--- config.mk ---
export PLATFORM = sky130hd
export DESIGN_NAME = wave_seq
export DESIGN_NICKNAME = d
export VERILOG_FILES = /design/src/rtl/wave_seq_pkg.sv /design/src/rtl/wave_seq_fetch.sv /design/src/rtl/wave_seq_decode.sv /design/src/rtl/wave_seq_hold.sv /design/src/rtl/wave_seq.sv
export SDC_FILE = /design/constraint.sdc
export NUM_CORES = 1
export LEC_CHECK = 0
export ABC_AREA = 1
export BUFFER_PORTS_ARGS = -buffer_cell sky130_fd_sc_hd__buf_2
export CAP_MARGIN = 0
export CORE_MARGIN = 2
export CORE_UTILIZATION = 58
export CTS_CLUSTER_DIAMETER = 120
export CTS_CLUSTER_SIZE = 40
export DETAILED_ROUTE_END_ITERATION = 8
export GPL_ROUTABILITY_DRIVEN = 0
export MAX_ROUTING_LAYER = met4
export PLACE_DENSITY = 0.76
export SLEW_MARGIN = 20
export SYNTH_ARGS = -nofsm -noshare
export SYNTH_HDL_FRONTEND = slang
export SYNTH_SLANG_ARGS = --single-unit
export TNS_END_PERCENT = 5
--- constraint.sdc ---
create_clock -name clk -period 2.2 [get_ports clk]
set_input_delay 0 -clock clk [delete_from_list [all_inputs] [get_ports clk]]
set_output_delay 0 -clock clk [all_outputs]
set_load 0.005 [all_outputs]
--- src/rtl/wave_seq_pkg.sv ---
// Shared definitions for the waveform sequencer.
// Assumes the opcode sits in the two most significant bits of each word.
package wave_seq_pkg;
    typedef enum logic [1:0] {
        OP_SAMPLE = 2'b00,
        OP_HOLD   = 2'b01,
        OP_JABS   = 2'b10,
        OP_JREL   = 2'b11
    } wop_e;
endpackage

--- src/rtl/wave_seq_fetch.sv ---
// Fetch stage: owns the program counter (which is also the read address),
// the busy flag and the tag for the word that is in flight.
// Assumes the memory returns mem[pc] one cycle after pc is presented.
module wave_seq_fetch #(
    parameter int AW = 16
) (
    input  logic          clk,
    input  logic          rst_n,
    input  logic          start,
    input  logic          redirect,
    input  logic [AW-1:0] redir_pc,
    input  logic          stall,
    output logic [AW-1:0] pc,
    output logic          busy,
    output logic          d_valid,
    output logic [AW-1:0] d_addr
);
    // Advance, redirect or freeze the program counter and tag the word in flight.
    always_ff @(posedge clk) begin
        if (!rst_n) begin
            pc      <= '0;
            busy    <= 1'b0;
            d_valid <= 1'b0;
            d_addr  <= '0;
        end else if (!busy) begin
            d_valid <= 1'b0;
            if (start) begin
                busy <= 1'b1;
                pc   <= '0;
            end
        end else if (redirect) begin
            pc      <= redir_pc;
            d_valid <= 1'b0;
        end else if (stall) begin
            d_valid <= 1'b0;
        end else begin
            d_valid <= 1'b1;
            d_addr  <= pc;
            pc      <= pc + 1'b1;
        end
    end
endmodule

--- src/rtl/wave_seq_decode.sv ---
// Decode stage: classifies the returned word and computes any new fetch
// address. Purely combinational. Assumes DW >= AW.
module wave_seq_decode
    import wave_seq_pkg::*;
#(
    parameter int AW = 16,
    parameter int DW = 16
) (
    input  logic          d_valid,
    input  logic [AW-1:0] d_addr,
    input  logic [DW+1:0] word,
    output logic          smp_go,
    output logic [DW-1:0] smp_val,
    output logic          hold_go,
    output logic [DW-1:0] hold_n,
    output logic          redirect,
    output logic [AW-1:0] redir_pc
);
    wop_e          op;
    logic [DW-1:0] opd;

    assign op  = wop_e'(word[DW+1:DW]);
    assign opd = word[DW-1:0];

    // Turn the opcode into actions for the output stage, the counter and fetch.
    always_comb begin
        smp_go   = 1'b0;
        smp_val  = opd;
        hold_go  = 1'b0;
        hold_n   = opd;
        redirect = 1'b0;
        redir_pc = d_addr + 1'b1;
        if (d_valid) begin
            case (op)
                OP_SAMPLE: smp_go = 1'b1;
                OP_HOLD: begin
                    hold_go  = (opd != '0);
                    redirect = (opd != '0);
                end
                OP_JABS: begin
                    redirect = 1'b1;
                    redir_pc = opd[AW-1:0];
                end
                default: begin
                    redirect = 1'b1;
                    redir_pc = d_addr + opd[AW-1:0];
                end
            endcase
        end
    end
endmodule

--- src/rtl/wave_seq_hold.sv ---
// Hold counter: counts down the repeats still owed after a hold's first
// cycle and stalls fetch while any remain.
module wave_seq_hold #(
    parameter int DW = 16
) (
    input  logic          clk,
    input  logic          rst_n,
    input  logic          hold_go,
    input  logic [DW-1:0] hold_n,
    output logic          stall
);
    logic [DW-1:0] left_q;

    // Load the owed repeats on a hold, otherwise count down to zero.
    always_ff @(posedge clk) begin
        if (!rst_n)
            left_q <= '0;
        else if (hold_go)
            left_q <= hold_n - 1'b1;
        else if (left_q != '0)
            left_q <= left_q - 1'b1;
    end

    assign stall = (left_q != '0);
endmodule

--- src/rtl/wave_seq.sv ---
// Waveform sequencer top: fetch, decode, hold counter and the registered
// output. Assumes a memory with one cycle of read latency and registered address.
module wave_seq #(
    parameter int AW = 16,
    parameter int DW = 16
) (
    input  logic          clk,
    input  logic          rst_n,
    input  logic          start,
    input  logic [DW+1:0] ram_rdata,
    output logic [AW-1:0] ram_addr,
    output logic [DW-1:0] wave_out,
    output logic          wave_valid,
    output logic          busy
);
    logic          d_valid;
    logic [AW-1:0] d_addr;
    logic          smp_go;
    logic [DW-1:0] smp_val;
    logic          hold_go;
    logic [DW-1:0] hold_n;
    logic          redirect;
    logic [AW-1:0] redir_pc;
    logic          stall;

    wave_seq_fetch #(.AW(AW)) u_fetch (
        .clk(clk), .rst_n(rst_n), .start(start),
        .redirect(redirect), .redir_pc(redir_pc), .stall(stall),
        .pc(ram_addr), .busy(busy), .d_valid(d_valid), .d_addr(d_addr)
    );

    wave_seq_decode #(.AW(AW), .DW(DW)) u_dec (
        .d_valid(d_valid), .d_addr(d_addr), .word(ram_rdata),
        .smp_go(smp_go), .smp_val(smp_val),
        .hold_go(hold_go), .hold_n(hold_n),
        .redirect(redirect), .redir_pc(redir_pc)
    );

    wave_seq_hold #(.DW(DW)) u_hold (
        .clk(clk), .rst_n(rst_n), .hold_go(hold_go), .hold_n(hold_n),
        .stall(stall)
    );

    // Register the sample and the strobe; holds re-emit the retained value.
    always_ff @(posedge clk) begin
        if (!rst_n) begin
            wave_out   <= '0;
            wave_valid <= 1'b0;
        end else begin
            wave_valid <= smp_go | hold_go | stall;
            if (smp_go)
                wave_out <= smp_val;
        end
    end
endmodule

# Yosys cells after proc, flatten, opt, wreduce, memory -nomap -nowiden
# Cells that the tools add are included.
# word_totals
output_inout_bits	34
in_bits	21
mem_count	0
ramBits	0
reg_bits	67
latch_bits	0
mem_bits_ro	0
wordCells	47
# classes
n_shift	0
n_eq_ne	3
magnitude_cmp	0
mux	17
div_mod_pow	0
add_sub_neg	5
n_bitwise	6
n_mul	0
reduce_logical	9
# ops
cell	n
2-to-1 mux 16 bit	7
adder 16 x 1 -> 16 bit, second input constant	2
case mux 16 bit (2 select lines)	1
nonzero test 16 bit	2
subtractor 16 x 1 -> 16 bit, second input constant	2
adder 16 bit	1
2-to-1 mux 1 bit	8
NOT 1 bit	4
nonzero test 2 bit	2
inequality test 3 bit, second input constant	1
AND reduction 3 bit	1
OR reduction 3 bit	1
equality test 2 x 1 -> 1 bit, second input constant	1
equality test 2 bit, second input constant	1
logical NOT 2 bit	1
OR 1 bit	2
case mux 1 bit (2 select lines)	1
AND reduction 2 bit	1
OR reduction 2 bit	1

# Logic depth before layout (Yosys ltp)
# depth
ltp_word	6
ltp_mapped	16
depth_no_buf	15

# By module
# Synthesis repeated with hierarchy kept, for this count alone.
# unflattened
cells_unflattened	966
hier_area_um2	5844.4
# modules_own_cells
mod	instances	cells_each	area_per_inst_um2	seq_area_each_um2
wave_seq_decode	1	400	2034.5	0.0
wave_seq_fetch	1	252	1715.4	680.7
wave_seq_hold	1	207	1360.1	320.3
wave_seq	1	107	734.5	340.3

# Least setup slack after synthesis
# Ideal clock, no wire load.
# synth_path
path_type	reg2reg
start	register u_fetch.d_addr[0]
end	register u_fetch.pc[6]
stages_incl_launch_ff	12
path_buffers	0
period_less_slack_ps	1883
t_required_ps	2068
slack_ps	317
arrival_ps	1751
cell_sequence	dfxtp_1 ha_1 fa_1 nand3_1 nand2_1 nand2_1 o21ai_0 xor2_1 o21ai_0 nand2_1 nand2_1 a21oi_1
# synth_between
elab_chain_len	5
# synth_rtl
element	line	rtl
start, declared	wave_seq_fetch.sv:16	output logic [AW-1:0] d_addr
start signal, assigned	wave_seq_fetch.sv:38	d_addr <= pc;
adder 16 bit or adder 16 x 1 -> 16 bit (tied branches)	wave_seq_decode.sv:46, wave_seq_decode.sv:32	
case mux 16 bit (2 select lines)	wave_seq_decode.sv:34	case (op)
2-to-1 mux 16 bit (*)	wave_seq_decode.sv:33	if (d_valid) begin
2-to-1 mux 16 bit (*)	wave_seq_fetch.sv:31	end else if (redirect) begin
2-to-1 mux 16 bit (*)	wave_seq_fetch.sv:25	end else if (!busy) begin
end signal, assigned	wave_seq_fetch.sv:32	pc <= redir_pc;
end signal, assigned	wave_seq_fetch.sv:39	pc <= pc + 1'b1;
end, declared	wave_seq_fetch.sv:13	output logic [AW-1:0] pc,
# Every way passes the cells marked *; elsewhere a longest branch is shown, timed or not.
# A chain may end at the register's enable or synchronous reset.

# Worst setup path after layout
# layout_path
start	register u_fetch.d_addr[0]
end	register u_fetch.pc[14]
# The elaborated chain is that of the path after synthesis.

==> out/metrics.cfg <==
[run_status]
outcome = completed

[grt]
overflow = 0
antenna_found_initial = 0
grt_start_max_net_pins = 36
grt_pass1_vias = 4837
track_usage_pct = 34.03
grt_pass1_wl_mm = 22.91

[power_and_ir_drop]
p_leak_nw = 2.635
fin_total_pwr_mw = 4.767
ir_worst_vdd_mv = 0.3324
powerDensity_mw_per_mm2 = 846.3

[finish]
seqCellArea_mm2 = 0.001344
antenna_cells = 0
layout.cells.most_common = nand2_1
fin_cells = 966
fin_area_mm2 = 0.005633
fill_cells = 787
multi_input_area_mm2 = 0.003109
nets = 896
drive_above_1_share_pct = 16.84
layout_common_cells = nand2_1, nor2_1, inv_1
utilization_pct = 68.90
syn2layout_area_growth_pct = 16.09

[timing]
setup_tns_ns = 0
post-route-period-util_pct = 93.80
fmax_mhz = 484.6
setup_viol = 0
rsz0062_at_grt = yes
tightest_slew_ns = 0.7525
slew_viol_final = 0
holdWs_ns = 0.04345
relSlewSlack_pct = 49.78
finalHoldViolations = 0
fin_worst_skew_ns = 0.009158
worst_slack_ns = 0.1364
min_period_ns = 2.064

[yosys]
yosysTopAreaCellShare_pct = 27.64
synth-seq-cells = 67
synth_area_leaders = dfxtp_1, nand2_1, a21oi_1, nor2_1, nand3_1
syn_area_mm2 = 0.004852
synth_cell_types = 43
syn_area_per_cell_um2 = 6.205
synth_top_area_cell = dfxtp_1
syn-num-nets = 822
yosys_warnings = 0
synth_seq_area_share_pct = 27.64
syn_inst = 782

[hold_path]
hold_path.class = input pin to register
whs_endpoint = wave_out[13]$_SDFFE_PN0P_
hold_depth = 3
hp-start = ram_rdata[13]

[die]
num_io_pins = 55
core_mm2 = 0.008175
die_x_um = 95.47
die_area_mm2 = 0.009114
die_height_um = 95.47
start_util_pct = 59.35
rows = 33

[run]
max-cap-violations = 0

[worst_setup_path]
r2r-start = u_fetch.d_addr[0]$_SDFFE_PN0P_
cp_max_fo = 3
worstSetupStartpointType = register
critPathArrivalTime_ns = 2.34
r2r_end = u_fetch.pc[14]$_SDFFE_PN0P_
required_ns = 2.47
r2r_slack_ns = 0.14
cp-end-kind = register
r2r_cells = 14
crit_type = register to register

[clocking]
cts_root_buf = clkbuf_8
cts_made_buffers = 9
clkSinkCount = 67
max-clock-path-buffers = 2
cts_tree = done
clk_latency_ns = 0.36
clkTransAtPathRegs_ns = 0.08
h-tree-depth = 3

[detailed_routing]
drtIter0Drc = 330
antenna_left = 0
vias = 5445
drt_drc_violations_left = 0
wl_mm = 14.88
wl_per_cell_um = 15.41
drt-pass1-iter-count = 7
viasPerCell = 5.637

[place]
post-dp-hpwl_mm = 11.31
dp_cells = 943
post_dp_cell_area_mm2 = 0.005348
port_buffers = 54
dp_slack_ns = -0.03358

-- state kept, by name (all words and copies together) (netlist names) --
register	cells
u_fetch.d_addr	16
wave_out	16
u_fetch.busy	1
wave_valid	1
u_fetch.pc	16
u_hold.left_q	16
u_fetch.d_valid	1
-- final cells by class --
class	instances	area share [%]
multi-input cells	601	55.20
inverters	86	5.731
clock buffers	11	2.332
repair buffers	91	10.02
clock inverters	5	0.5331
flip-flops and latches	67	23.86
well taps	105	2.332
-- Yosys cell counts --
cell      count
or2_1         1
o21ai_0      58
or2_2         3
nor3_1       15
o21a_1        1
a31oi_1       2
nand3_1      64
o211ai_1      3
clkinv_1      1
xnor2_1       3
a22oi_1       3
nand2_4       1
inv_1        80
nand3b_1      2
nor2_2        5
nor4_1        3
a211oi_1      2
a21o_1        2
o21ai_1       3
o221ai_1      2
inv_2         5
o21ai_2       3
dfxtp_1      67
ha_1         18
nand2_1     183
buf_6         3
a21oi_1      73
a31o_2        2
and2_1        2
o22ai_1       3
buf_4         1
buf_2         4
nor3_4        2
o21bai_1      3
clkbuf_1     20
nand3_2       1
nand4_1      12
nor2_1       96
xor2_1       17
mux2i_1       1
nor2_4        2
nand2_2       9
fa_1          1
-- how the worst max path moves through the flow --
stage                                     end                           start  depth (start not counted)  slack [ns]
6_report          u_fetch.pc[14]$_SDFFE_PN0P_  u_fetch.d_addr[0]$_SDFFE_PN0P_                         14        0.14
5_1_grt        u_hold.left_q[14]$_SDFFE_PN0P_      u_fetch.d_valid$_SDFF_PP0_                         12      -0.004
4_1_cts        u_hold.left_q[10]$_SDFFE_PN0P_                    ram_rdata[3]                         17        0.04
3_5_place_dp      u_fetch.pc[14]$_SDFFE_PN0P_  u_fetch.d_addr[0]$_SDFFE_PN0P_                         14       -0.03
3_3_place_gp      u_fetch.pc[14]$_SDFFE_PN0P_  u_fetch.d_addr[0]$_SDFFE_PN0P_                         13         0.1
2_1_floorplan      u_fetch.pc[6]$_SDFFE_PN0P_  u_fetch.d_addr[0]$_SDFFE_PN0P_                         11        0.32
-- logic make-up (layout without fill, tap and decap cells) --
family / after synthesis / count (layout) / share of synthesized area [%]
compound gates: 160 / 160 / 17.90
fa+ha+maj: 19 / 19 / 5.054
simple gates: 401 / 401 / 36.13
flops: 67 / 67 / 27.64
xor+xnor: 20 / 20 / 3.610
buf+inv: 114 / 193 / 9.464
mux: 1 / 1 / 0.2063
-- power breakdown --
group / total, mW / switching [mW] / internal [mW]
registers: 1.56 / 0.153 / 1.41
clock network: 0.910 / 0.506 / 0.404
logic: 2.30 / 1.48 / 0.814
-- routing by layer --
layer	up-vias	wire, um	GRT usage, %	part of all wire (%)
met4	0	543	14.52	3.6
met3	45	913	5.059	6.1
met2	190	7352	59.62	49
li1	2717	-	-	-
met1	2493	6074	38.58	41
met5	-	0	-	0
-- critical path, cell delays in order, from the launching register on --
cell and delay, ns:
dfxtp_1 0.34, ha_2 0.22, fa_1 0.22, nand3_1 0.10
nand2_1 0.10, nand2_1 0.08, o21ai_2 0.22, nand2_1 0.13
nand2_1 0.09, nand2_1 0.05, nand3_1 0.07, nand2_1 0.10
nand2_1 0.07, nand2_1 0.05, a21oi_1 0.16
-- what timing repair did --
item                                    in CTS  in global routing
endpoints found under the hold margin        5                  0
hold buffers                                 5                  0
endpoints found under the setup margin       3                 19
buffers inserted                             0                  2
pin swaps                                    0                  4
resized for setup                            1                 17
(Power assumes the default switching activity.)
